--- src/rtl/lps_pkg.sv ---
`timescale 1ns/1ps
// Shared types for the low-power sleep mode controller.
package lps_pkg;
    typedef enum logic [1:0] {
        MODE_RUN     = 2'd0,
        MODE_LPRUN   = 2'd1,
        MODE_LPSLEEP = 2'd2
    } lps_mode_e;

    typedef enum logic [1:0] {
        ENT_NONE = 2'd0,
        ENT_WFI  = 2'd1,
        ENT_WFE  = 2'd2,
        ENT_RET  = 2'd3
    } lps_entry_e;
endpackage

--- src/rtl/lps_entry_dec.sv ---
`timescale 1ns/1ps
// Entry decoder: picks the highest-priority entry strobe and checks its guard.
// Produces an accepted entry and its method, plus a misplaced-request flag.
// Assumes strobes are one cycle wide and that in_lprun_i reflects the state register.
module lps_entry_dec
    import lps_pkg::*;
(
    input  logic       in_lprun_i,
    input  logic       wfi_i,
    input  logic       wfe_i,
    input  logic       isr_ret_i,
    input  logic       deep_sel_i,
    input  logic       sleep_on_exit_i,
    input  logic       irq_any_en_i,
    input  logic       evt_pend_i,
    output logic       enter_o,
    output lps_entry_e method_o,
    output logic       bad_req_o
);
    logic guard_ok;

    // Priority select and guard evaluation of the winning request.
    always_comb begin
        method_o = ENT_NONE;
        guard_ok = 1'b0;
        if (wfi_i) begin
            method_o = ENT_WFI;
            guard_ok = !deep_sel_i && !irq_any_en_i;
        end else if (wfe_i) begin
            method_o = ENT_WFE;
            guard_ok = !deep_sel_i && !evt_pend_i;
        end else if (isr_ret_i) begin
            method_o = ENT_RET;
            guard_ok = !deep_sel_i && sleep_on_exit_i && !irq_any_en_i;
        end
    end

    // Accept only from low-power run; flag requests seen elsewhere.
    always_comb begin
        enter_o   = in_lprun_i && guard_ok;
        bad_req_o = !in_lprun_i && (wfi_i || wfe_i || (isr_ret_i && sleep_on_exit_i));
    end
endmodule

--- src/rtl/lps_wake_eval.sv ---
`timescale 1ns/1ps
// Wake evaluator: applies the wake rule that belongs to the recorded entry method.
// Detects lines of the raw pending vector that rise, for the
// send-event-on-pending rule. Wake is combinational so the gate reopens at once.
module lps_wake_eval
    import lps_pkg::*;
#(
    parameter int NUM_IRQ = 8
) (
    input  logic               clk,
    input  logic               rst_n,
    input  logic               in_sleep_i,
    input  lps_entry_e         method_i,
    input  logic               sev_on_pend_i,
    input  logic [NUM_IRQ-1:0] irq_en_pend_i,
    input  logic [NUM_IRQ-1:0] irq_raw_pend_i,
    input  logic               evt_i,
    output logic               wake_o
);
    logic [NUM_IRQ-1:0] raw_q;
    logic [NUM_IRQ-1:0] raw_new;
    logic               en_any;
    logic               cond;

    // Remember last cycle's raw pending vector for rise detection.
    always_ff @(posedge clk) begin
        if (!rst_n) raw_q <= '0;
        else        raw_q <= irq_raw_pend_i;
    end

    // Per-line rise detection of the raw pending vector.
    for (genvar g = 0; g < NUM_IRQ; g++) begin : g_rise
        assign raw_new[g] = irq_raw_pend_i[g] && !raw_q[g];
    end

    // Method-dependent wake condition.
    always_comb begin
        en_any = |irq_en_pend_i;
        case (method_i)
            ENT_WFI, ENT_RET: cond = en_any;
            ENT_WFE:          cond = evt_i || en_any || (sev_on_pend_i && (|raw_new));
            default:          cond = 1'b0;
        endcase
        wake_o = in_sleep_i && cond;
    end
endmodule

--- src/rtl/lps_mode_fsm.sv ---
`timescale 1ns/1ps
// Mode state machine: holds the power mode, the entry method and the sticky error.
// Assumes enter_i is only raised in low-power run and wake_i only in sleep.
module lps_mode_fsm
    import lps_pkg::*;
(
    input  logic       clk,
    input  logic       rst_n,
    input  logic       lp_run_req_i,
    input  logic       enter_i,
    input  lps_entry_e method_i,
    input  logic       bad_req_i,
    input  logic       wake_i,
    output lps_mode_e  mode_o,
    output lps_entry_e method_o,
    output logic       err_o
);
    lps_mode_e  mode_q;
    lps_entry_e meth_q;
    logic       err_q;

    // Mode and entry method transitions.
    always_ff @(posedge clk) begin
        if (!rst_n) begin
            mode_q <= MODE_RUN;
            meth_q <= ENT_NONE;
        end else begin
            case (mode_q)
                MODE_RUN: begin
                    if (lp_run_req_i) mode_q <= MODE_LPRUN;
                end
                MODE_LPRUN: begin
                    if (enter_i) begin
                        mode_q <= MODE_LPSLEEP;
                        meth_q <= method_i;
                    end else if (!lp_run_req_i) begin
                        mode_q <= MODE_RUN;
                    end
                end
                MODE_LPSLEEP: begin
                    if (wake_i) begin
                        mode_q <= MODE_LPRUN;
                        meth_q <= ENT_NONE;
                    end
                end
                default: mode_q <= MODE_RUN;
            endcase
        end
    end

    // Sticky misplaced-request flag.
    always_ff @(posedge clk) begin
        if (!rst_n) err_q <= 1'b0;
        else        err_q <= err_q || bad_req_i;
    end

    assign mode_o   = mode_q;
    assign method_o = meth_q;
    assign err_o    = err_q;

    assert_entry_from_lprun_R3: assert property (@(posedge clk) disable iff (!rst_n)
        $rose(mode_q == MODE_LPSLEEP) |-> $past(mode_q) == MODE_LPRUN);
    assert_err_sticky_R6: assert property (@(posedge clk) disable iff (!rst_n)
        err_q |=> err_q);
    assert_wake_to_lprun_R10: assert property (@(posedge clk) disable iff (!rst_n)
        (mode_q == MODE_LPSLEEP && wake_i) |=> mode_q == MODE_LPRUN);
    assert_sleep_holds_R11: assert property (@(posedge clk) disable iff (!rst_n)
        (mode_q == MODE_LPSLEEP && !wake_i) |=> mode_q == MODE_LPSLEEP);
endmodule

--- src/rtl/lps_mode_ctrl.sv ---
`timescale 1ns/1ps
// Top of the low-power sleep mode controller: entry decode, wake evaluation
// and mode state. Clock gate enable opens combinationally on wake (zero latency).
module lps_mode_ctrl
    import lps_pkg::*;
#(
    parameter int NUM_IRQ = 8
) (
    input  logic               clk,
    input  logic               rst_n,
    input  logic               lp_run_req_i,
    input  logic               wfi_i,
    input  logic               wfe_i,
    input  logic               isr_ret_i,
    input  logic               deep_sel_i,
    input  logic               sleep_on_exit_i,
    input  logic               sev_on_pend_i,
    input  logic [NUM_IRQ-1:0] irq_en_pend_i,
    input  logic [NUM_IRQ-1:0] irq_raw_pend_i,
    input  logic               evt_pend_i,
    input  logic               evt_i,
    output logic [1:0]         mode_o,
    output logic               core_clk_en_o,
    output logic               wake_o,
    output logic               seq_err_o
);
    lps_mode_e  mode;
    lps_entry_e cur_method;
    lps_entry_e new_method;
    logic       enter;
    logic       bad_req;
    logic       wake;
    logic       err;

    lps_entry_dec u_entry (
        .in_lprun_i      (mode == MODE_LPRUN),
        .wfi_i           (wfi_i),
        .wfe_i           (wfe_i),
        .isr_ret_i       (isr_ret_i),
        .deep_sel_i      (deep_sel_i),
        .sleep_on_exit_i (sleep_on_exit_i),
        .irq_any_en_i    (|irq_en_pend_i),
        .evt_pend_i      (evt_pend_i),
        .enter_o         (enter),
        .method_o        (new_method),
        .bad_req_o       (bad_req)
    );

    lps_wake_eval #(.NUM_IRQ(NUM_IRQ)) u_wake (
        .clk            (clk),
        .rst_n          (rst_n),
        .in_sleep_i     (mode == MODE_LPSLEEP),
        .method_i       (cur_method),
        .sev_on_pend_i  (sev_on_pend_i),
        .irq_en_pend_i  (irq_en_pend_i),
        .irq_raw_pend_i (irq_raw_pend_i),
        .evt_i          (evt_i),
        .wake_o         (wake)
    );

    lps_mode_fsm u_fsm (
        .clk          (clk),
        .rst_n        (rst_n),
        .lp_run_req_i (lp_run_req_i),
        .enter_i      (enter),
        .method_i     (new_method),
        .bad_req_i    (bad_req),
        .wake_i       (wake),
        .mode_o       (mode),
        .method_o     (cur_method),
        .err_o        (err)
    );

    // Output drive: gate closed only in sleep without a wake this cycle.
    always_comb begin
        mode_o        = mode;
        wake_o        = wake;
        core_clk_en_o = (mode != MODE_LPSLEEP) || wake;
        seq_err_o     = err;
    end

    assert_deep_blocks_R3: assert property (@(posedge clk) disable iff (!rst_n)
        (mode_o == 2'd1 && deep_sel_i) |=> mode_o != 2'd2);
    assert_sleep_keeps_mode_R2: assert property (@(posedge clk) disable iff (!rst_n)
        (mode_o == 2'd2) |=> mode_o != 2'd0);
endmodule

--- config.mk ---
export PLATFORM = sky130hd
export DESIGN_NAME = lps_mode_ctrl
export DESIGN_NICKNAME = d
export VERILOG_FILES = /design/src/rtl/lps_pkg.sv /design/src/rtl/lps_entry_dec.sv /design/src/rtl/lps_wake_eval.sv /design/src/rtl/lps_mode_fsm.sv /design/src/rtl/lps_mode_ctrl.sv
export SDC_FILE = /design/constraint.sdc
export NUM_CORES = 1
export LEC_CHECK = 0
export BUFFER_PORTS_ARGS = -buffer_cell sky130_fd_sc_hd__buf_2
export CAP_MARGIN = 30
export CORE_MARGIN = 2
export CORE_UTILIZATION = 45
export CTS_BUF_LIST = sky130_fd_sc_hd__clkbuf_4 sky130_fd_sc_hd__clkbuf_8
export DETAILED_ROUTE_END_ITERATION = 10
export PLACE_DENSITY = 0.92
export SLEW_MARGIN = 20
export SYNTH_ARGS = -nofsm -noshare
export SYNTH_HDL_FRONTEND = slang
export SYNTH_SLANG_ARGS = --single-unit
--- constraint.sdc ---
create_clock -name clk -period 2 [get_ports clk]
set_clock_uncertainty 0.05 [all_clocks]
set_input_delay 0.4 -clock clk [delete_from_list [all_inputs] [get_ports clk]]
set_output_delay 0.4 -clock clk [all_outputs]
set_load 0.05 [all_outputs]
==> out/results.txt <==
Mapped Area = 614 µm²
Core area = 0.00128 mm²
Drt initial violations = 8
Largest net degree at the start of global routing = 16
Layout overhead on the synthesized area = 55.2%
Fmax = 0.478 GHz
Final setup margin = -90.4 ps
Worst Setup End Kind = output port
Top delay family on crit path = simple AND/OR/NAND/NOR gates
Post-Route WL = 1770 µm
Buffers & Inverters on Critical Path = 2
Final Critical Period = 2090 ps
Row cnt = 13
Synth Area in Simple Gates = 26.7%
Critical path depth = 6
Clock sink count = 13
Final-report max-slew violation count = 0
Leakage = 0.466 nW
Post-DP Area = 858 µm²
FF-to-FF Start = u_wake.raw_q[3]
Synth Flop Type = dfxtp_1
Slack of the worst reg-to-reg path = 470 ps
Gate Count Post-Synth = 71
Critical Path RT = 1550 ps
Initial antenna violation count = 0
Layout Utilization = 74.2%
Final HPWL DP = 1210 µm
Vias = 671
Remaining DRCs = 0
RSZ-0062 raised after global routing = yes
Status = finished with violations
Final layout net count = 142
Cell Chain, Critical Path = buf_6 > or4_4 > nor2_4 > a21o_1 > o311ai_4 > buf_6
Seq. cell area = 260 µm²
Setup Viol. Count Final = 2
Routability cong. = 0.761
Number of synthesized flops with an enable pin = 0
Yosys warnings = 0
First-pass GRT wire length = 2580 µm
Crit share post-route = 105%
Share of cells above drive strength 1 = 44.7%
Clk pin slew, worst setup/hold paths = 80 ps
Pre-CTS setup slack = -204 ps
Post-layout instance area = 953 µm²
Htree depth = 1
Final hold vios = 0
Worst-Skew Late Latency = 270 ps
Netlist cell types = 30
CP max stage delay = 560 ps
Drt first pass iters = 4
Critical Path Source = irq_en_pend_i[6]
Cts hold-fix bufs = 0
Syn_area_per_cell = 8.65 µm²
PD cells = 580 mW/mm²
GRT overflow = 0
Worst ir drop on vdd = 544 µV
Die height = 41.0 µm
Hold Path Cell Cnt = 2
Rel. slew slack = 75.3%
Final ANT Viol Nets = 0
Die width = 41.0 µm
Arr. time, crit path = 1640 ps
Worst-Margin Slew = 370 ps
Most frequent cell on the critical path = buf_6
PortBufs = 31
Setup TNS = -148 ps
Crit Path Class = input pin to output port
Mux contribution to synthesized area = 0%
Largest family of logic cells by synthesized area = simple AND/OR/NAND/NOR gates
CP endpoint = core_clk_en_o
Clock buffer count from CTS = 3
Starting Density = 47.8%
Worst Path Max Fanout = 3
Io pins = 32
Synthesized flop and latch total = 13
Routed WL per cell = 13.7 µm
Footprint of the multi-input gates = 349 µm²
Gr usage total = 23.9%
Seq/Total Area, Yosys = 42.4%
Register-to-Register Path Depth = 6
Clk buf depth = 2
Compound-cell area share of the yosys netlist = 23.6%
Root buffer cell = clkbuf_4
Vias per cell = 5.20
CP max-delay cell = or4_4
Asr flop ratio synth = 0%
Die area = 0.00168 mm²
Synth Area in Adders = 0%
Worst Setup Start Kind = input pin
Violated checks = negative setup slack
# fillers = 90
Tightest Hold Check Type = input pin to flop
Endpoint of the worst-slack reg-to-reg timing path = u_fsm.mode_o[0]
Antenna diode count = 0
CTS tree = built
Vias in the first global route = 614
Synth Net Count = 98
XOR/XNOR Fraction of Synth Area = 0%
MaxCap Viol Count = 0
Final hold slack = 291 ps
[what timing repair did]
action / 4_1_cts / 5_1_grt
setup buffers: 1 / 2
pin swaps: 4 / 4
cloned: 0 / 0
endpoints found under the hold margin: 0 / 0
setup endpoints to repair: 2 / 2
gates resized for setup: 8 / 2
[metal layers]
| metal | global-route usage, % | routed length (µm) | up-vias |
|---|---|---|---|
| met5 | 0 | 0 | - |
| met1 | 25.3 | 693 | 301 |
| li1 | - | - | 336 |
| met4 | 15.0 | 76 | 0 |
| met2 | 41.4 | 924 | 24 |
| met3 | 5.98 | 75 | 10 |
[state kept, by name, summed over array words and instances (netlist names)]
name,flops
u_fsm.method_o,2
u_fsm.err_o,1
u_wake.raw_q,8
u_fsm.mode_o,2
[worst min-delay path by stage]
stage / from / end / slack, ps
finish: irq_raw_pend_i[1] / u_wake.raw_q[1] / 290
global route: irq_raw_pend_i[1] / u_wake.raw_q[1] / 290
CTS: irq_raw_pend_i[1] / u_wake.raw_q[1] / 290
detailed placement: u_fsm.err_o / u_fsm.err_o / 400
global placement: u_fsm.err_o / u_fsm.err_o / 400
floorplan: u_fsm.method_o[1] / u_fsm.method_o[1] / 420
[synth_stat cells, types with 2 or more instances]
cell type	number	area (µm²)
nor3b_1	2	15.0
o21ai_0	3	15.0
and2_1	8	50.1
o22ai_1	5	31.3
nand2b_1	2	12.5
nand2_1	2	7.51
nor2_1	4	15.0
dfxtp_1	13	260
inv_1	11	41.3
[power by group]
group	internal, mW	total, mW	switching (mW)	leakage [nW]
Combinational	0.0475	0.100	0.0528	0.340
Sequential	0.272	0.277	0.00565	0.108
Clock	0.0907	0.176	0.0849	0.0184
Total	0.410	0.553	0.143	0.466
[kinds of logic (layout without fill, tap and decap cells)]
logic type / Yosys count / in the layout
simple gates: 27 / 27
compound gates: 19 / 19
buf+inv: 12 / 55
flops: 13 / 13
[layout make-up]
type	count	share of cell area, %
clock buffer	4	3.15
timing repair buffer	40	26.6
sequential	13	27.3
tap	15	1.97
inverter	11	4.33
multi-input combinational	46	36.6
[per-stage QoR]
step	power [mW]	std cells
after floorplan	0.331	71
after global placement	0.370	122
after detailed placement	0.375	122
after CTS	0.550	127
after global routing	0.577	129
final	0.553	129
[cell usage in the layout, fill, tap and decap left out, types with 2 or more instances in the layout]
master	count
nand2b_1	2
o21ai_0	2
dfxtp_1	13
buf_6	5
or4_4	2
inv_1	11
nor2_1	3
nor3b_1	2
buf_2	26
clkbuf_4	4
o22ai_1	5
nand2_1	2
buf_4	9
and2_1	8
(Power assumes the default switching activity.)
